--- config.mk ---
export PLATFORM = sky130hd
export DESIGN_NAME = rx_loop_sel
export DESIGN_NICKNAME = d
export VERILOG_FILES = /design/src/rtl/rls_pkg.sv /design/src/rtl/rls_loop_fifo.sv /design/src/rtl/rls_ctrl.sv /design/src/rtl/rls_dpath.sv /design/src/rtl/rx_loop_sel.sv
export SDC_FILE = /design/constraint.sdc
export NUM_CORES = 1
export LEC_CHECK = 0
export ABC_AREA = 1
export CORE_MARGIN = 5
export CORE_UTILIZATION = 55
export DETAILED_ROUTE_END_ITERATION = 6
export PLACE_DENSITY = 0.8
export RECOVER_POWER = 25
export SKIP_LAST_GASP = 1
export SYNTH_ARGS = -nofsm -noshare
export SYNTH_HDL_FRONTEND = slang
export SYNTH_HIERARCHICAL = 1
export SYNTH_SLANG_ARGS = --single-unit
--- constraint.sdc ---
create_clock -name clk -period 3.2 [get_ports clk]
set_clock_uncertainty 0.1 [all_clocks]
set_input_delay 0.32 -clock clk [delete_from_list [all_inputs] [get_ports clk]]
set_output_delay 0.32 -clock clk [all_outputs]
set_load 0.005 [all_outputs]
--- src/rtl/rls_pkg.sv ---
`timescale 1ns/1ps
package rls_pkg;

  typedef enum logic [1:0] {
    CFG_TXLOOP = 2'd0,
    CFG_RXLOOP = 2'd1,
    CFG_INVERT = 2'd2,
    CFG_HYPER  = 2'd3
  } rlsCfgSel_t;

  // strobes from control to datapath, valid in the same cycle
  typedef struct packed {
    logic push;    // append txByte to the loop buffer
    logic pop;     // this slot takes its byte from the loop buffer
    logic flush;   // empty the loop buffer
    logic invert;  // invert the selected byte
  } rlsStrb_t;

endpackage

--- src/rtl/rls_loop_fifo.sv ---
`timescale 1ns/1ps
module rls_loop_fifo #(
  parameter int BW    = 8,
  parameter int DEPTH = 4
) (
  input  logic          clk,
  input  logic          rstN,
  input  logic          push,
  input  logic [BW-1:0] pushByte,
  input  logic          pop,
  input  logic          flush,
  output logic [BW-1:0] headByte,
  output logic          empty,
  output logic          ovf
);
  localparam int AW = (DEPTH > 1) ? $clog2(DEPTH) : 1;
  localparam int CW = $clog2(DEPTH + 1);
  localparam logic [AW-1:0] LAST = AW'(DEPTH - 1);

  logic [BW-1:0] mem [DEPTH];
  logic [AW-1:0] wrPtr, rdPtr;
  logic [CW-1:0] count;
  logic          full, doPush, doPop;

  assign empty    = (count == '0);
  assign full     = (count == CW'(DEPTH));
  assign doPop    = pop && !empty;
  assign doPush   = push && (!full || doPop);
  assign headByte = mem[rdPtr];

  always_ff @(posedge clk) begin
    if (!flush && doPush) mem[wrPtr] <= pushByte;
  end

  always_ff @(posedge clk or negedge rstN) begin
    if (!rstN) begin
      wrPtr <= '0;
      rdPtr <= '0;
      count <= '0;
      ovf   <= 1'b0;
    end else if (flush) begin
      wrPtr <= '0;
      rdPtr <= '0;
      count <= '0;
      ovf   <= 1'b0;
    end else begin
      if (doPush) wrPtr <= (wrPtr == LAST) ? '0 : wrPtr + 1'b1;
      if (doPop)  rdPtr <= (rdPtr == LAST) ? '0 : rdPtr + 1'b1;
      count <= count + CW'(doPush) - CW'(doPop);
      ovf   <= push && full && !doPop;
    end
  end

  AST_COUNT_BOUND: assert property (@(posedge clk) disable iff (!rstN)
    count <= CW'(DEPTH));
  AST_OVF_NEEDS_FULL: assert property (@(posedge clk) disable iff (!rstN)
    push && !pop && full && !flush |=> ovf);
  AST_FLUSH_EMPTIES: assert property (@(posedge clk) disable iff (!rstN)
    flush |=> empty && !ovf);

endmodule

--- src/rtl/rls_ctrl.sv ---
`timescale 1ns/1ps
module rls_ctrl
  import rls_pkg::*;
#(
  parameter int NCHAN = 32,
  parameter int CHW   = $clog2(NCHAN)
) (
  input  logic             clk,
  input  logic             rstN,
  input  logic             cfgWe,
  input  logic [1:0]       cfgSel,
  input  logic [NCHAN-1:0] cfgData,
  input  logic             txValid,
  input  logic [CHW-1:0]   txChan,
  input  logic             slotValid,
  input  logic [CHW-1:0]   slotChan,
  output rlsStrb_t         strb
);
  rlsCfgSel_t       sel;
  logic             txLoopEn, rxLoopEn;
  logic [CHW-1:0]   txLoopCh, rxLoopCh;
  logic [NCHAN-1:0] invMask, hyperMask;
  logic             reqEn, reqOk, txAcc, rxAcc;
  logic [CHW-1:0]   reqCh;

  assign sel   = rlsCfgSel_t'(cfgSel);
  assign reqEn = cfgData[CHW];
  assign reqCh = cfgData[CHW-1:0];
  assign reqOk = !(reqEn && hyperMask[reqCh]);
  assign txAcc = cfgWe && (sel == CFG_TXLOOP) && reqOk;
  assign rxAcc = cfgWe && (sel == CFG_RXLOOP) && reqOk;

  always_comb begin
    strb.push   = txValid && txLoopEn && (txChan == txLoopCh);
    strb.pop    = slotValid && rxLoopEn && (slotChan == rxLoopCh);
    strb.flush  = txAcc || rxAcc;
    strb.invert = invMask[slotChan];
  end

  always_ff @(posedge clk or negedge rstN) begin
    if (!rstN) begin
      txLoopEn  <= 1'b0;
      txLoopCh  <= '0;
      rxLoopEn  <= 1'b0;
      rxLoopCh  <= '0;
      invMask   <= '1;
      hyperMask <= '0;
    end else begin
      if (txAcc) begin
        txLoopEn <= reqEn;
        txLoopCh <= reqCh;
      end
      if (rxAcc) begin
        rxLoopEn <= reqEn;
        rxLoopCh <= reqCh;
      end
      if (cfgWe && sel == CFG_INVERT) invMask   <= cfgData;
      if (cfgWe && sel == CFG_HYPER)  hyperMask <= cfgData;
    end
  end

  AST_RX_HYPER_REJECT: assert property (@(posedge clk) disable iff (!rstN)
    cfgWe && sel == CFG_RXLOOP && reqEn && hyperMask[reqCh]
      |=> $stable(rxLoopEn) && $stable(rxLoopCh));
  AST_TX_HYPER_REJECT: assert property (@(posedge clk) disable iff (!rstN)
    cfgWe && sel == CFG_TXLOOP && reqEn && hyperMask[reqCh]
      |=> $stable(txLoopEn) && $stable(txLoopCh));

endmodule

--- src/rtl/rls_dpath.sv ---
`timescale 1ns/1ps
module rls_dpath
  import rls_pkg::*;
#(
  parameter int NCHAN = 32,
  parameter int CHW   = $clog2(NCHAN),
  parameter int BW    = 8,
  parameter int DEPTH = 4
) (
  input  logic           clk,
  input  logic           rstN,
  input  rlsStrb_t       strb,
  input  logic           slotValid,
  input  logic [CHW-1:0] slotChan,
  input  logic [BW-1:0]  rxByte,
  input  logic [BW-1:0]  txByte,
  output logic           outValid,
  output logic [CHW-1:0] outChan,
  output logic [BW-1:0]  outByte,
  output logic           loopOvf
);
  localparam logic [BW-1:0] IDLE = '1;

  logic [BW-1:0] headByte, srcByte;
  logic          fifoEmpty;

  rls_loop_fifo #(.BW(BW), .DEPTH(DEPTH)) u_fifo (
    .clk      (clk),
    .rstN     (rstN),
    .push     (strb.push),
    .pushByte (txByte),
    .pop      (strb.pop),
    .flush    (strb.flush),
    .headByte (headByte),
    .empty    (fifoEmpty),
    .ovf      (loopOvf)
  );

  always_comb begin
    if (strb.pop) srcByte = fifoEmpty ? IDLE : headByte;
    else          srcByte = rxByte;
  end

  always_ff @(posedge clk or negedge rstN) begin
    if (!rstN) begin
      outValid <= 1'b0;
      outChan  <= '0;
      outByte  <= '0;
    end else begin
      outValid <= slotValid;
      outChan  <= slotChan;
      outByte  <= srcByte ^ {BW{strb.invert}};
    end
  end

  AST_OUT_FOLLOWS_SLOT: assert property (@(posedge clk) disable iff (!rstN)
    slotValid |=> outValid && outChan == $past(slotChan));
  AST_OUT_IDLE_GAP: assert property (@(posedge clk) disable iff (!rstN)
    !slotValid |=> !outValid);

endmodule

--- src/rtl/rx_loop_sel.sv ---
`timescale 1ns/1ps
module rx_loop_sel
  import rls_pkg::*;
#(
  parameter int NCHAN = 32,
  parameter int BW    = 8,
  parameter int DEPTH = 4,
  localparam int CHW  = $clog2(NCHAN)
) (
  input  logic             clk,
  input  logic             rstN,
  input  logic             cfgWe,
  input  logic [1:0]       cfgSel,
  input  logic [NCHAN-1:0] cfgData,
  input  logic             txValid,
  input  logic [CHW-1:0]   txChan,
  input  logic [BW-1:0]    txByte,
  input  logic             slotValid,
  input  logic [CHW-1:0]   slotChan,
  input  logic [BW-1:0]    rxByte,
  output logic             outValid,
  output logic [CHW-1:0]   outChan,
  output logic [BW-1:0]    outByte,
  output logic             loopOvf
);
  rlsStrb_t strb;

  rls_ctrl #(.NCHAN(NCHAN), .CHW(CHW)) u_ctrl (
    .clk       (clk),
    .rstN      (rstN),
    .cfgWe     (cfgWe),
    .cfgSel    (cfgSel),
    .cfgData   (cfgData),
    .txValid   (txValid),
    .txChan    (txChan),
    .slotValid (slotValid),
    .slotChan  (slotChan),
    .strb      (strb)
  );

  rls_dpath #(.NCHAN(NCHAN), .CHW(CHW), .BW(BW), .DEPTH(DEPTH)) u_dpath (
    .clk       (clk),
    .rstN      (rstN),
    .strb      (strb),
    .slotValid (slotValid),
    .slotChan  (slotChan),
    .rxByte    (rxByte),
    .txByte    (txByte),
    .outValid  (outValid),
    .outChan   (outChan),
    .outByte   (outByte),
    .loopOvf   (loopOvf)
  );

endmodule

# After elaboration in Yosys (flattened, before gate mapping)
# Memories as Yosys holds them, arrays and structs flattened.
# Index checks and enable logic that the tools add are counted.
# W data, S select, Z words.
[classes] n_addsub=4 n_lt_le_gt_ge=2 eq_ne=8 muxes=16 n_bitwise=1 reduce_logical=27
[ops] op="$logic_and A1 B1 Y1" n=16
[ops] op="$mux W8" n=2
[ops] op="$lt A5 B6 Y1 const B" n=2
[ops] op="$mux W2" n=6
[ops] op="$bmux W1 S5" n=2
[ops] op="$eq A5 B5 Y1" n=2
[ops] op="$eq A2 B2 Y1 const B" n=4
[ops] op="$xor A8 B8 Y8" n=1
[ops] op="$logic_not A1 Y1" n=5
[ops] op="$mux W1" n=5
[ops] op="$add A2 B1 Y2 const B" n=2
[ops] op="$reduce_bool A2 Y1" n=2
[ops] op="$add A3 B1 Y3" n=1
[ops] op="$eq A3 B3 Y1 const B" n=1
[ops] op="$logic_not A3 Y1" n=1
[ops] op="$mux W3" n=1
[ops] op="$sub A3 B1 Y3" n=1
[ops] op="$eq A2 B1 Y1 const B" n=1
[ops] op="$logic_not A2 Y1" n=1
[ops] op="$logic_or A1 B1 Y1" n=2
[word_totals] ff_bits=98 ram_bits=32 inputBits=65 output_inout_bits=15 word_cells=72 memories=1
[mem_list] name="u_dpath.u_fifo.mem" depth=4 width=8 rd=1 rd_ports_with_merged_regs=0 wr=1 line_no="rls_loop_fifo.sv:20" text="logic [BW-1:0] mem [DEPTH];"

# Longest topological paths before layout
# Gate-level depths: netlist of run 1.
[depth] ltp_word=10 ltp_mapped=15 mapped_depth_nobuf=14

# Cells and area by module
# Netlist of run 1, hierarchy kept.
[by_module_without_submodules] module="rls_ctrl" instances=1 cells_each=446 area_each_um2=3668.5 seq_area_each_um2=1941.9
[by_module_without_submodules] module="rls_loop_fifo" instances=1 cells_each=146 area_each_um2=1736.7 seq_area_each_um2=1161.1
[by_module_without_submodules] module="rls_dpath" instances=1 cells_each=93 area_each_um2=694.4 seq_area_each_um2=350.3

# Least setup slack after synthesis of run 1
# Ideal clock, no wire load.
[synth_timing] path_type="input port to flip-flop" start="input port cfgData[0]" end="memory u_dpath.u_fifo.mem[0][0], enable pin" setup_ns=0.371 arrival_time_ns=1.964 required_time_ns=2.729 path_slack_ns=0.766 path_stages=15 n_path_buf=2 path_cell_list="buf_6 -> inv_6 -> buf_6 -> nand2_1 -> nand3_1 -> nand3_1 -> nand2_1 -> nand2_1 -> nand3_2 -> nand3_4 -> nand2_2 -> nand2_1 -> nor2_1 -> nand2_1 -> nor2_1"
[synth_rtl] item="start: declaration" line_no="rx_loop_sel.sv:14" text="input logic [NCHAN-1:0] cfgData,"
[synth_rtl] item="end: declaration" line_no="rls_loop_fifo.sv:20"

==> out/results.ini, run 1 <==
[power_and_ir_drop]
power_frac_seq_pct=45.8
comb_power_share_pct=13.7
p_clk_share_pct=40.6
p_leak_nw=3.45
cellInternalPower_mw=3.37
p_sw_mw=1.11
powerDensity_nw_per_um2=588
switching_share_pct=24.7
irDropWorstVdd_mv=0.356

[global_routing]
grt_pass1_vias=5121
grt_pass1_wl_mm=24.7
antenna_found_initial=0
grt_use_total_pct=24.0
grt_max_degree=65
grt-ovfl-total=0

[place]
port_buffers=79
hpwl_mm=10.3
gp_congestion=0.912
postPlaceCellArea_um2=7040

[floorplan]
start_util_pct=56.3
die_area_um2=13300
fp.coreArea_um2=10800
die_h_um=115
rows=38
die_x_um=115
pin_count=80

[logic_synthesis]
async_flop_share_pct=75.4
syn_area_um2=6100
synth.yosys.seq_area_share_pct=56.6
synth_cell_types=37
synth_ff_type=dfrtp_1
synthesis.nets=757
synth-edff-count=32
ys_ff_latch=130
synthesis.instances=685
ys_warn_count=6
avgSynthCellArea_um2=8.90

[critical_path]
critPathBufInv=4
crit_slowest_cell=dlygate4sd3_1
cp_max_fo=20
critPathMaxStageDelay_ps=760
cp.required_ps=3330
cp-start-kind=input pin
crit_type=input pin to flip-flop
worstPathArrival_ps=2880
cp_top_family=buffers and inverters
crit_path_cell_trace=dlygate4sd3_1, inv_1, a221oi_1, and3_1, buf_4, nor2_1, nand2_2, nand2_1, nor2_1, buf_4
end_kind=flip-flop

[run_status]
status=complete, no violations

[cts]
cts_tree=done
clkSlewWorstSetupHoldPaths_ps=50
clockBufferDepth=2
htreeDepth=4
cts_made_buffers=17
clock_sink_count=130
cts_root_buffer=clkbuf_8
postCtsSetupBuffers=0
insertion_delay_ps=520

[drt]
drc=0
avgRoutedWirePerCell_um=16.4
ant_nets=0
via_per_inst=5.60
num_vias=5175
drt_iter0_drc=519
drt_pass1_iterations=7
wl_mm=15.1

[worst_hold_path]
hold_class=input pin to flip-flop

[cells_and_area]
antennaDiodeCount=0
finish.net_count=843
area_growth_pct=24.6
drive_above_1_share_pct=12.1
design_area_um2=7600

[timing]
hold_violations=0
finalSetupViolCount=0
fin_crit_ps=2760
rsz0062_at_grt=false
fin_crit_sh_pct=86.2
slew_headroom_pct=2.87
timing.fmax_ghz=0.362
tightest_slew_ps=1460
setup_tns_ps=0
drv_slew=0

[job]
maxCapViolCount=0

## power by group through the flow
stage               Clock [mW]  Sequential (mW)  Combinational, mW
floorplan                    0             2.04              0.361
global placement             0             2.07              0.580
detailed placement           0             2.07              0.604
CTS                       1.85             2.04              0.613
global route              1.93             2.07              0.692
finish                    1.82             2.05              0.611
## final timing paths
kind | slack (ps) | start | cells after the start | to
min | 220 | cfgData[19] | 3 | u_ctrl/invMask[19]
min reg2reg | 370 | u_ctrl/invMask[30] | 2 | u_ctrl/invMask[30]
max reg2reg | 730 | u_ctrl/hyperMask[25] | 13 | u_dpath/u_fifo/mem[1][5]
min in group asynchronous | 580 | rstN | 2 | u_dpath/outByte[5]
max in group asynchronous | 1470 | rstN | 3 | u_ctrl/invMask[4]
max | 440 | slotChan[2] | 10 | u_dpath/u_fifo/mem[1][5]
## repair_timing
item / 4_1_cts / 5_1_grt
gates resized for setup: 0 / 0
endpoints found under the hold margin: 44 / 0
hold buffers: 1 / 0
setup endpoints to repair: 0 / 0
## Yosys cell counts (3+ instances only)
cell type	count	area, um^2
nand2_1	171	642
o21ai_0	82	410
nand3_1	70	350
inv_1	67	251
dfrtp_1	66	1650
nor2_1	51	191
dfstp_2	32	841
edfxtp_1	32	961
o21ai_1	26	130
clkbuf_1	13	48.8
o22ai_1	10	62.6
nand2_2	7	43.8
ha_1	6	75.1
o221ai_1	6	52.6
buf_6	5	56.3
a21oi_1	4	20.0
buf_2	4	20.0
inv_2	4	15.0
nand4_1	4	25.0
buf_4	3	22.5
## layout make-up
| class | instances | area [um^2] |
|---|---|---|
| inverters | 73 | 284 |
| fillers | 788 | 3240 |
| repair buffers | 95 | 942 |
| well taps | 140 | 175 |
| multi-input cells | 454 | 2190 |
| clock buffers | 26 | 478 |
| flip-flops and latches | 130 | 3450 |
| clock inverters | 6 | 80.1 |
## layer usage
layer	vias up	GRT usage (%)	wire, um
met5	-	0	0
met4	0	9.00	347
met3	37	5.42	1130
met2	261	41.2	7610
met1	2436	29.6	6030
li1	2441	-	-
## flip-flops by register name, summed over array words and instances, names as in the netlist
| signal | flops |
|---|---|
| u_dpath/u_fifo/wrPtr | 2 |
| u_ctrl/rxLoopCh | 5 |
| u_ctrl/txLoopCh | 5 |
| u_ctrl/hyperMask | 32 |
| u_dpath/outByte | 8 |
| u_dpath/u_fifo/mem | 32 |
| u_ctrl/rxLoopEn | 1 |
| u_dpath/u_fifo/count | 3 |
| u_dpath/u_fifo/rdPtr | 2 |
| u_dpath/outChan | 5 |
| u_ctrl/txLoopEn | 1 |
| u_dpath/u_fifo/ovf | 1 |
| u_dpath/outValid | 1 |
| u_ctrl/invMask | 32 |
## placed cells by master (no fill, tap or decap), types with 2 or more instances in the layout
cell             instances
nor2_1                  51
buf_4                   11
clkdlybuf4s50_1         65
o21ai_1                 26
a221oi_1                 2
clkbuf_8                 4
nand2_2                  7
dlygate4sd3_1           14
edfxtp_1                32
clkbuf_16               16
buf_12                   3
o22ai_1                 10
dfstp_2                 32
nand4_1                  4
inv_2                    4
nand3_2                  4
bufinv_16                2
inv_1                   67
dfrtp_1                 66
inv_6                    2
clkbuf_1                 7
nor3_4                   2
a21oi_1                  4
nand2_1                171
o21ai_0                 82
o221ai_1                 6
clkinv_2                 4
ha_1                     6
nand3_1                 68
## cell families after synthesis
kind of cell,synth area share (%)
compound gates,11.5
fa+ha+maj,1.56
simple gates,22.4
buf+inv,7.65
flops,56.6
xor+xnor,0.287
## through the flow
stage | worst slack (ps) | cells | util (%) | hold slack [ps] | total power, mW
after CTS | 605 | 924 | 70.2 | 189 | 4.50
after global routing | 338 | 924 | 70.1 | 236 | 4.69
after floorplan | 766 | 685 | - | -75.6 | 2.40
after detailed placement | 75.5 | 891 | 64.9 | 336 | 2.67
after global placement | 157 | 891 | 64.9 | 317 | 2.65
final | 441 | 924 | 70.1 | 222 | 4.47
## tightest hold or removal path, delay by kind of cell
kind | cells | cell delay (ps)
buf+inv | 2 | 450
compound gates | 1 | 60
No activity file was read; power rests on OpenSTA's default activity.
==> run 2, diff against run 1 <==
--- a/config.mk
+++ b/config.mk
@@ -9,7 +9,8 @@
 export CORE_MARGIN = 5
 export CORE_UTILIZATION = 55
 export DETAILED_ROUTE_END_ITERATION = 6
-export PLACE_DENSITY = 0.8
+export DONT_BUFFER_PORTS = 1
+export PLACE_DENSITY = 0.7
 export RECOVER_POWER = 25
 export SKIP_LAST_GASP = 1
 export SYNTH_ARGS = -nofsm -noshare
==> run 2 against run 1 <==
Against the previous run:
- the flow now finishes with violations (max-capacitance violations, max-slew violations)
- sequential share of layout area is 1.1 points higher
- register-to-register slack got worse by 260 ps
- cell count decreased by 2.3%
- setup slack worse by 250 ps
- largest power group unchanged
- flip-flop and latch count unchanged
- critical path type unchanged
- highest routed layer unchanged
- total power rose by 0.34%
- hold slack got worse by 200 ps
==> out/results.ini, run 2 (synthesized netlist as in run 1, its figures left out) <==
[timing]
fin_crit_ps=3010
fin_hold_ws_ps=25.7
hold_violations=0
timing.fmax_ghz=0.333
finalSetupViolCount=0
tightest_slew_ps=2430
slew_headroom_pct=-62.3
fin_crit_sh_pct=93.9
setup_tns_ps=0
rsz0062_at_grt=false
drv_slew=130

[cells_and_area]
finish.net_count=822
drive_above_1_share_pct=11.0
num-fill-cells=838
design_area_um2=7420
area.sequential_um2=3450
antennaDiodeCount=0
multiInputGateArea_um2=2180
area_growth_pct=21.7
reg_top3=u_ctrl/hyperMask x32, u_ctrl/invMask x32, u_dpath/u_fifo/mem x32
stdcell_count=903
final_common_cell=nand2_1
final_cell_mix=171 x nand2_1, 85 x o21ai_0, 69 x nand3_1

[run_status]
violations=max-capacitance violations, max-slew violations
status=finished with violations

[drt]
wl_met2_mm=7.66
avgRoutedWirePerCell_um=16.9
wl_met3_um=872
ant_nets=0
top_layer=met4
wl_met1_mm=6.31
via_per_inst=5.52
drt_iter0_drc=449
drt_pass1_iterations=7
num_vias=4982
wl_mm=15.3
drc=0

[critical_path]
cp.required_ps=3250
worstPathArrival_ps=3060
crit_top_cell=nand2_1
cp-start-kind=input pin
end_kind=flip-flop
crit_type=input pin to flip-flop
cp-startpoint=cfgData[0]
crit_cells=14
crit_path_cell_trace=dlygate4sd3_1, inv_6, nand2_1, nand3_1, nand3_1, nand2_1, nand2_1, nand3_2, nand3_4, nand2_2, nand2_1, nor2_1, nand2_1, nor2_1
rr_endpoint=u_dpath/u_fifo/mem[1][3]
ff2ff_path_depth=12
critPathMaxStageDelay_ps=660
crit_slowest_cell=dlygate4sd3_1
cp_top_family=simple AND/OR/NAND/NOR gates
r2r_setup_slack_ps=470
worstSetupEndpoint=u_dpath/u_fifo/mem[1][3]
critPathBufInv=2
r2r_start=u_ctrl/hyperMask[26]
cp_max_fo=18

[floorplan]
pin_count=80
start_util_pct=56.3
fp.coreArea_um2=10800
die_x_um=115
die_area_um2=13300
die_h_um=115
rows=38

[place]
gp_congestion=0.845
hpwl_mm=9.64
dpl.cell_count=802
postPlaceCellArea_um2=6140
port_buffers=0

[cts]
clockBufferDepth=2
clock_sink_count=130
insertion_delay_ps=530
cts_root_buffer=clkbuf_8
htreeDepth=4
cts_made_buffers=17
clkSlewWorstSetupHoldPaths_ps=50
cts_tree=done

[global_routing]
grt_max_degree=99
grt_use_total_pct=24.3
grt_pass1_wl_mm=24.6
grt_pass1_vias=4873
antenna_found_initial=0
grt-ovfl-total=0

[power_and_ir_drop]
irDropWorstVdd_mv=0.385
power_frac_seq_pct=45.6
cellInternalPower_mw=3.40
switching_share_pct=24.3
p_sw_mw=1.09
comb_power_share_pct=12.1
total_power_mw=4.49
powerDensity_nw_per_um2=605
p_leak_nw=3.36
p_clk_share_pct=42.3

[worst_hold_path]
min_from=cfgSel[1]
hold_class=input pin to flip-flop

[job]
maxCapViolCount=2

## run 2: cell types whose count changed in the layout (fill, tap and decap cells not counted), sizes merged
cell / previous run / this run
buf: 14 / 4
clkbuf: 28 / 30
clkdlybuf4s50: 65 / 0
clkinv: 4 / 1
clkinvlp: 0 / 1
dlygate4sd3: 14 / 68
## run 2: how the worst min path moves through the flow
stage / to / slack [ps] / depth (start not counted)
floorplan: u_ctrl/hyperMask[0] / -80 / 0
global placement: u_dpath/outByte[4] / -70 / 0
detailed placement: u_dpath/outByte[4] / -70 / 0
CTS: u_ctrl/rxLoopCh[0] / 6 / 4
global route: u_ctrl/rxLoopCh[0] / 30 / 4
finish: u_ctrl/rxLoopCh[0] / 30 / 4
## run 2: what timing repair did
action,4_1_cts,5_1_grt
hold endpoints to repair,220,0
hold buffers,69,0
buffers inserted,0,0
gates resized for setup,0,0
## run 2: power by group through the flow
stage	logic (mW)	registers, mW	clock network, mW
after floorplan	0.361	2.04	0
after global placement	0.397	2.07	0
after detailed placement	0.415	2.07	0
after CTS	0.535	2.04	1.92
after global routing	0.617	2.07	2.01
final	0.541	2.05	1.90
## run 2: stage by stage
| step | utilization [%] | worst slack [ps] |
|---|---|---|
| 6_report | 68.5 | 195 |
| 5_1_grt | 68.5 | 23.8 |
| 2_1_floorplan | - | 766 |
| 3_3_place_gp | 56.6 | 587 |
| 4_1_cts | 68.6 | 231 |
| 3_5_place_dp | 56.6 | 435 |
## run 2: area by class of cell
class / count / share of cell area, %
multi-input cells: 454 / 29.4
inverters: 73 / 3.83
well taps: 140 / 2.36
clock buffers: 28 / 6.94
clock inverters: 4 / 0.978
flip-flops and latches: 130 / 46.5
repair buffers: 74 / 9.94
## run 2: per-layer routing
metal	up-vias	track usage, %
met2	186	41.2
li1	2400	-
met4	0	10.6
met1	2361	30.0
met3	35	5.26
met5	-	0
## run 2: worst reg2reg max path: stages, from the launching register on
cell and delay, ps:
dfrtp_1 380, nand2_1 70, nand3_1 70, nand3_1 70, nand2_1 60, nand2_1 50, nand3_2 90, nand3_4 170
nand2_2 190, nand2_1 140, nor2_1 230, nand2_1 170, nor2_1 560
==> run 3, diff against run 2 <==
--- a/config.mk
+++ b/config.mk
@@ -6,6 +6,7 @@
 export NUM_CORES = 1
 export LEC_CHECK = 0
 export ABC_AREA = 1
+export CORE_ASPECT_RATIO = 1.25
 export CORE_MARGIN = 5
 export CORE_UTILIZATION = 55
 export DETAILED_ROUTE_END_ITERATION = 6
==> run 3 against run 2 <==
Against the previous run:
- the run still ends with max-capacitance violations, max-slew violations left
- design area decreased by 1.8%
- wire length decreased by 2.3%
- total power increased by 1.0%
- non-clock buffer count decreased by 16
- via count decreased by 1.9%
- fmax increased by 13%
- largest power group unchanged
==> out/results.ini, run 3 (synthesized netlist as in run 1, its figures left out) <==
[power_and_ir_drop]
comb_power_share_pct=11.3
powerDensity_nw_per_um2=622
p_clk_share_pct=43.6
power_frac_seq_pct=45.1
irDropWorstVdd_mv=0.336
switching_share_pct=24.1
p_leak_nw=3.32
cellInternalPower_mw=3.44
p_sw_mw=1.09

[cts]
cts_tree=done
clkSlewWorstSetupHoldPaths_ps=60
insertion_delay_ps=400
postCtsSetupBuffers=0
cts_made_buffers=17
ctsResizeCount=0
clockBufferDepth=2
postCtsHoldBufs=53
htreeDepth=4
cts_root_buffer=clkbuf_16
clock_sink_count=130

[drt]
wl_met1_mm=5.88
avgRoutedWirePerCell_um=16.9
wl_met3_um=690
via_per_inst=5.54
drt_pass1_iterations=5
num_vias=4889
wl_mm=14.9
ant_nets=0
wl_met2_mm=8.01
drc=0
drt_iter0_drc=390
top_layer=met4

[global_routing]
antenna_found_initial=0
grt_pass1_vias=4873
grt_pass1_wl_mm=24.2
grt-ovfl-total=0
grt_max_degree=99
grt_use_total_pct=23.1

[floorplan]
rows=43
pin_count=80
start_util_pct=55.6
fp.coreArea_um2=11000
die_x_um=104
die_h_um=128
die_area_um2=13300

[place]
dpl.cell_count=797
hpwl_mm=9.64
gp_congestion=0.846
port_buffers=0

[critical_path]
critPathBufInv=0
cp.required_ps=3130
cp-start-kind=flip-flop
crit_slowest_cell=nor2_1
crit_type=flip-flop to flip-flop
crit_path_cell_trace=nand2_1, nand3_1, nand3_1, nand2_1, nand2_1, nand3_2, nand3_4, nand2_2, nand2_1, nor2_1, nand2_1, nor2_1
critPathMaxStageDelay_ps=540
end_kind=flip-flop
cp_top_family=simple AND/OR/NAND/NOR gates
cp_max_fo=14
worstPathArrival_ps=2590
crit_top_cell=nand2_1

[timing]
rsz0062_at_grt=false
drv_slew=130
finalSetupViolCount=0
fin_crit_ps=2660
hold_violations=0
setup_tns_ps=0
slew_headroom_pct=-66.9
fin_crit_sh_pct=83.1
tightest_slew_ps=2500
timing.fmax_ghz=0.376

[cells_and_area]
area_growth_pct=19.5
num-fill-cells=876
drive_above_1_share_pct=11.6
final_common_cell=nand2_1
reg_top3=u_ctrl/hyperMask x32, u_ctrl/invMask x32, u_dpath/u_fifo/mem x32
finish.net_count=806
stdcell_count=882
final_cell_mix=171 x nand2_1, 84 x o21ai_0, 69 x nand3_1
antennaDiodeCount=0

[worst_hold_path]
hold_class=input pin to flip-flop

[run_status]
violations=max-capacitance violations, max-slew violations
status=finished with violations

[job]
maxCapViolCount=2

==> run 3: cell types whose count changed in the layout (fill, tap and decap cells not counted), moves of 3 or more <==
cell and change:
clkbuf_1 -3, clkinv_2 +3, dlygate4sd3_1 -16, clkbuf_8 -4, clkbuf_16 +3
==> run 3: path summary, 6_finish.rpt <==
kind                                      startpoint                        to  slack (ps)  depth (start not counted)
worst max-delay path            u_ctrl/hyperMask[19]  u_dpath/u_fifo/mem[2][5]         540                         12
worst min-delay path                       rxByte[5]        u_dpath/outByte[5]          20                          3
worst max register to register  u_ctrl/hyperMask[19]  u_dpath/u_fifo/mem[2][5]         540                         12
worst min register to register    u_ctrl/invMask[30]        u_ctrl/invMask[30]         370                          2
max in group asynchronous                       rstN        u_ctrl/invMask[20]        2170                          2
min in group asynchronous                       rstN        u_dpath/outChan[0]         400                          2
==> run 3: per-layer routing <==
| layer | track usage (%) | up-vias |
|---|---|---|
| li1 | - | 2363 |
| met1 | 26.7 | 2343 |
| met2 | 41.3 | 159 |
| met3 | 4.89 | 24 |
| met4 | 9.83 | 0 |
| met5 | 0 | - |
==> run 3: tightest hold or removal path: stages <==
cell and delay [ps]:
nand2_1 40, nand3_1 70, nand2_1 50
==> run 3: stage by stage <==
stage | hold WS [ps] | power, mW | setup slack [ps] | area (um^2) | utilization [%]
3_5_place_dp | -71.5 | 2.49 | 476 | 6130 | 55.9
4_1_cts | 0.389 | 4.56 | 557 | 7300 | 66.5
3_3_place_gp | -71.1 | 2.47 | 560 | 6130 | 55.9
2_1_floorplan | -75.6 | 2.40 | 766 | 6100 | -
5_1_grt | 13.7 | 4.75 | 305 | 7290 | 66.4
6_report | 17.4 | 4.53 | 541 | 7290 | 66.4
==> run 3: power by group through the flow <==
stage / Sequential, mW / Combinational, mW / Clock (mW)
after floorplan: 2.04 / 0.361 / 0
after global placement: 2.07 / 0.401 / 0
final: 2.05 / 0.513 / 1.98
after CTS: 2.04 / 0.509 / 2.01
after detailed placement: 2.07 / 0.419 / 0
after global routing: 2.07 / 0.587 / 2.09
==> run 3: layout make-up <==
cell class                      count  area (um^2)  share of cell area, %
Tap cell                          135          169                   2.32
Timing Repair Buffer               58          578                   7.93
Sequential cell                   130         3450                   47.4
Clock buffer                       24          524                   7.19
Multi-Input combinational cell    454         2180                   30.0
Clock inverter                      8         93.8                   1.29
Inverter                           73          284                   3.90
